### config.mk
export PLATFORM = sky130hd
export DESIGN_NAME = smi_group_ctrl
export DESIGN_NICKNAME = d
export VERILOG_FILES = /design/src/rtl/smi_pkg.sv /design/src/rtl/smi_reg_decode.sv /design/src/rtl/smi_status_bank.sv /design/src/rtl/smi_group_ctrl.sv
export SDC_FILE = /design/constraint.sdc
export NUM_CORES = 1
export LEC_CHECK = 0
export CORE_MARGIN = 2
export CORE_UTILIZATION = 55
export DETAILED_ROUTE_END_ITERATION = 8
export DONT_BUFFER_PORTS = 1
export PLACE_DENSITY_LB_ADDON = 0.25
export SYNTH_ARGS = -nofsm -noshare
export SYNTH_HDL_FRONTEND = slang
export SYNTH_SLANG_ARGS = --single-unit
export TNS_END_PERCENT = 20
### constraint.sdc
create_clock -name clk_i -period 1.1 [get_ports clk_i]
set_input_delay 0.055 -clock clk_i [delete_from_list [all_inputs] [get_ports clk_i]]
set_output_delay 0.055 -clock clk_i [all_outputs]
set_load 0.05 [all_outputs]
### src/rtl/smi_pkg.sv
package smi_pkg;
    // Register slot inside the four-entry window, order fixed by the index map
    typedef enum logic [1:0] {
        SLOT_EN_A = 2'd0,
        SLOT_EN_B = 2'd1,
        SLOT_ST_A = 2'd2,
        SLOT_ST_B = 2'd3
    } smi_slot_e;

    localparam int unsigned NUM_SLOTS = 4;
endpackage

### src/rtl/smi_reg_decode.sv
module smi_reg_decode
    import smi_pkg::*;
#(
    parameter int unsigned            ADDR_W    = 8,
    parameter logic [ADDR_W-1:0]      BASE_ADDR = 'hB4
) (
    input  logic [ADDR_W-1:0]    addr_i,
    input  logic                 wr_i,
    output logic                 hit_o,
    output smi_slot_e            slot_o,
    output logic [NUM_SLOTS-1:0] wr_sel_o
);
    logic [ADDR_W-1:0] offset;

    always_comb begin
        offset   = addr_i - BASE_ADDR;
        hit_o    = offset < ADDR_W'(NUM_SLOTS);
        slot_o   = smi_slot_e'(offset[1:0]);
        wr_sel_o = '0;
        if (hit_o && wr_i) begin
            wr_sel_o[slot_o] = 1'b1;
        end
    end
endmodule

### src/rtl/smi_status_bank.sv
module smi_status_bank #(
    parameter int unsigned WIDTH = 8
) (
    input  logic             clk_i,
    input  logic             rst_ni,
    input  logic [WIDTH-1:0] set_i,
    input  logic [WIDTH-1:0] clr_i,
    output logic [WIDTH-1:0] stat_o
);
    logic [WIDTH-1:0] stat_d, stat_q;

    // Per-bit sticky cell: an event in the same cycle overrides a clear
    for (genvar b = 0; b < WIDTH; b++) begin : g_cell
        always_comb begin
            stat_d[b] = set_i[b] | (stat_q[b] & ~clr_i[b]);
        end
    end

    always_ff @(posedge clk_i or negedge rst_ni) begin
        if (!rst_ni) begin
            stat_q <= '0;
        end else begin
            stat_q <= stat_d;
        end
    end

    assign stat_o = stat_q;
endmodule

### src/rtl/smi_group_ctrl.sv
module smi_group_ctrl
    import smi_pkg::*;
#(
    parameter int unsigned       NUM_SRC   = 8,
    parameter int unsigned       ADDR_W    = 8,
    parameter int unsigned       DATA_W    = 8,
    parameter logic [ADDR_W-1:0] BASE_ADDR = 'hB4,
    parameter int unsigned       ROUTE_BIT = 0,
    parameter int unsigned       FRAME_BIT = 6
) (
    input  logic               clk_i,
    input  logic               rst_ni,
    input  logic [NUM_SRC-1:0] src_evt_i,
    input  logic               kbc_pin_i,
    input  logic [ADDR_W-1:0]  reg_addr_i,
    input  logic               reg_wr_i,
    input  logic [DATA_W-1:0]  reg_wdata_i,
    output logic [DATA_W-1:0]  reg_rdata_o,
    output logic               smi_n_o,
    output logic               smi_frame_o
);
    localparam logic [DATA_W-1:0] EN_B_MASK =
        (DATA_W'(1) << ROUTE_BIT) | (DATA_W'(1) << FRAME_BIT);

    typedef struct packed {
        logic [NUM_SRC-1:0] en_a;
        logic [DATA_W-1:0]  en_b;
        logic               smi_n;
        logic               frame;
    } ctrl_t;

    ctrl_t ctrl_d, ctrl_q;

    logic                 hit;
    smi_slot_e            slot;
    logic [NUM_SLOTS-1:0] wr_sel;
    logic [NUM_SRC-1:0]   stat_a, clr_a;
    logic [0:0]           stat_b, clr_b;
    logic                 group;

    smi_reg_decode #(
        .ADDR_W   (ADDR_W),
        .BASE_ADDR(BASE_ADDR)
    ) i_decode (
        .addr_i  (reg_addr_i),
        .wr_i    (reg_wr_i),
        .hit_o   (hit),
        .slot_o  (slot),
        .wr_sel_o(wr_sel)
    );

    smi_status_bank #(.WIDTH(NUM_SRC)) i_bank_a (
        .clk_i (clk_i),
        .rst_ni(rst_ni),
        .set_i (src_evt_i),
        .clr_i (clr_a),
        .stat_o(stat_a)
    );

    smi_status_bank #(.WIDTH(1)) i_bank_b (
        .clk_i (clk_i),
        .rst_ni(rst_ni),
        .set_i (kbc_pin_i),
        .clr_i (clr_b),
        .stat_o(stat_b)
    );

    always_comb begin
        ctrl_d = ctrl_q;
        clr_a  = wr_sel[SLOT_ST_A] ? reg_wdata_i[NUM_SRC-1:0] : '0;
        clr_b  = wr_sel[SLOT_ST_B] ? reg_wdata_i[ROUTE_BIT]   : 1'b0;

        if (wr_sel[SLOT_EN_A]) begin
            ctrl_d.en_a = reg_wdata_i[NUM_SRC-1:0];
        end
        if (wr_sel[SLOT_EN_B]) begin
            ctrl_d.en_b = reg_wdata_i & EN_B_MASK;
        end

        group = (|(stat_a & ctrl_q.en_a)) | (stat_b[0] & ctrl_q.en_b[ROUTE_BIT]);
        ctrl_d.smi_n = ~group;
        ctrl_d.frame = group & ctrl_q.en_b[FRAME_BIT];

        reg_rdata_o = '0;
        if (hit) begin
            unique case (slot)
                SLOT_EN_A: reg_rdata_o = DATA_W'(ctrl_q.en_a);
                SLOT_EN_B: reg_rdata_o = ctrl_q.en_b;
                SLOT_ST_A: reg_rdata_o = DATA_W'(stat_a);
                SLOT_ST_B: reg_rdata_o = DATA_W'(stat_b) << ROUTE_BIT;
                default:   reg_rdata_o = '0;
            endcase
        end
    end

    always_ff @(posedge clk_i or negedge rst_ni) begin
        if (!rst_ni) begin
            ctrl_q       <= '0;
            ctrl_q.smi_n <= 1'b1;
        end else begin
            ctrl_q <= ctrl_d;
        end
    end

    assign smi_n_o     = ctrl_q.smi_n;
    assign smi_frame_o = ctrl_q.frame;
endmodule

==> impl_metrics.toml <==
[outcome]
status = "finished with violations"
failed_checks = "negative setup slack"

[detailed_routing]
drt_iter0_markers = 32
vias_per_cell = 6.23
detail_route.wl_per_cell_um = 19.2
ant_nets = 0
drtPass1Iterations = 4
vias = 1009
route.final.wire_length_um = 3120
drc_errors = 0

[yosys]
ys_ff_latch = 21
postSynthAreaPerCell_um2 = 12.0
syn_nets = 122
ys_warn_count = 0
synth_edf_count = 0
netlist_area_um2 = 1120
synthCells = 94
ys.flop_type = "dfrtp_1"
async_flop_share = 1.00
synth-seq-area-share = 0.468
synth_cell_types = 33

[floorplan]
num_io_pins = 38
start_util = 0.579
fp.dieH_um = 49.2
fp.dieW_um = 49.2
fp-row-count = 16
die_area_um2 = 2420
coreArea_um2 = 1940

[critical_path]
path_class = "reg -> out"
crit_path_end_kind = "output port"
r2r-end = "smi_n_o"
worstPathMaxFanout = 2
r2r_setup_slack_ps = -190
endpoint = "reg_rdata_o[0]"
reg2reg_from = "ctrl_q[16]"
crit_chain = "mux4_2 -> and3_4"
r2r_cells = 3
required_ps = 1040
cp-start-kind = "flip-flop"
cp_slowest_cell = "mux4_2"
arrival_ps = 1430
startpoint = "i_bank_b.stat_o"
worst_path_largest_cell_delay_ps = 470

[clock_tree]
numClockSinks = 21
cts_htree_levels = 1
cts_tree = "done"
clkLatencyLatePin_ps = 300
numCtsBuffers = 3
clockRootBuffer = "clkbuf_4"
cts.clk_slew.worst_paths_ps = 120
clockBufferDepth = 2

[power_and_ir_drop]
ir_drop_mv = 0.847
p_leak_uw = 0.000657
power_density_nw_per_um2 = 947

[global_route]
grt_use_met1 = 0.359
grt_pass1_wl_um = 4910
top_usage_layer = "met2"
met3_usage = 0.0552
antenna_found_initial = 0
met2_usage = 0.444
gr-usage-all-layers = 0.271
grt_pass1_vias = 1016
grt_overflow = 0
grt_max_degree = 22

[finish]
final_core_util = 0.810
fin_cells = 162
fill_cells = 125
diodes = 0
nets = 164
areaGrowthSynthToFinish_pct = 39.8
drive_gt1_frac = 0.333

[timing]
hold_viol = 0
slew_viol_final = 0
max_freq_ghz = 0.672
post-route-period-util = 1.35
setup_ws_ps = -389
worstMarginPinSlew_ps = 939
rsz0062_at_grt = "yes"
setup_viol = 10
whs_ps = 11.8
period_minus_slack_ps = 1490
finClkSkew_ps = 2.52
relSlewSlack = 0.372

[place]
dpl.cell_count = 135
post-place-ws_ps = -107
numPortBuffers = 0
gp_congestion = 0.795
dp_hpwl_um = 1910

[flow_run]
cap_violations = 0

[min_path]
hold_path_class = "in -> reg"
logic make-up (layout without fill, tap and decap cells):
| logic type | count (synthesis) | after routing | synth area share |
|---|---|---|---|
| buffers and inverters | 3 | 44 | 0.0133 |
| multiplexers | 12 | 12 | 0.129 |
| flip-flops | 21 | 21 | 0.468 |
| AO/OA/AOI/OAI | 21 | 21 | 0.145 |
| AND/OR/NAND/NOR | 37 | 37 | 0.245 |
final cells by class:
cell class              count  area (um2)  area share
flip-flops and latches     21         527       0.335
clock buffers               4        26.3      0.0167
multi-input cells          70         608       0.387
well taps                  27        33.8      0.0215
inverters                   1        3.75     0.00239
repair buffers             39         374       0.238
how the worst min path moves through the flow:
stage	start	to	slack [ps]	depth (start not counted)
after floorplan	rst_ni	ctrl_q[10]	-240	0
after global placement	rst_ni	i_bank_a.stat_o[1]	-240	0
after detailed placement	rst_ni	i_bank_a.stat_o[1]	-240	0
after CTS	reg_addr_i[0]	i_bank_a.stat_o[0]	4	3
after global routing	reg_addr_i[0]	i_bank_b.stat_o	30	3
final	reg_addr_i[0]	i_bank_a.stat_o[0]	10	3
where the power goes:
group	leakage, uW	switching [uW]	internal [uW]	total [uW]
combinational	0.000401	103	138	241
clock	0.0000150	234	141	376
sequential	0.000241	61.7	811	872
routing by layer:
layer | wire length, um | vias up
met5 | 0 | -
met4 | 12 | 0
met3 | 289 | 2
met2 | 1580 | 55
met1 | 1240 | 509
li1 | - | 443
synthesized netlist by cell type, types with 7 or more instances:
| cell type | instances | area share |
|---|---|---|
| nor2_1 | 7 | 0.023 |
| nand3b_1 | 8 | 0.053 |
| dfrtp_1 | 20 | 0.44 |
| nand2b_1 | 8 | 0.044 |
| o31ai_1 | 8 | 0.053 |
| mux2_2 | 10 | 0.10 |
| a22oi_1 | 7 | 0.047 |
placed cells by master, fill, tap and decap left out, types with 5 or more instances in the layout:
master,n
buf_6,7
nand2b_1,8
dlygate4sd3_1,18
o31ai_1,7
a22oi_1,5
buf_4,12
dfrtp_1,20
nand3b_1,8
mux2_2,10
nor2_1,7
registers in the layout, indices dropped and copies added (netlist names):
| register | count |
|---|---|
| smi_n_o | 1 |
| i_bank_a.stat_o | 8 |
| ctrl_q | 10 |
| i_bank_b.stat_o | 1 |
| smi_frame_o | 1 |
metrics by stage:
stage	TNS (ps)	power (uW)	cell area (um2)
finish	-1700	1490	1570
global route	-2200	1550	1570
CTS	-1590	1480	1550
detailed placement	-258	1020	1270
global placement	-203	1020	1270
floorplan	-1250	995	1120
critical path: cells and delay by family (launching register included):
kind             cells  cell delay, ps
flip-flops           1             410
multiplexers         1             470
AND/OR/NAND/NOR      1             260
what timing repair did:
item                       4_1_cts  5_1_grt
resized for setup                9        5
hold buffers                    20        0
pin swaps                        3        1
cloned                           0        0
hold endpoints to repair        40        0
setup endpoints to repair       10       14
setup buffers                    3        0
(Power assumes the default switching activity.)
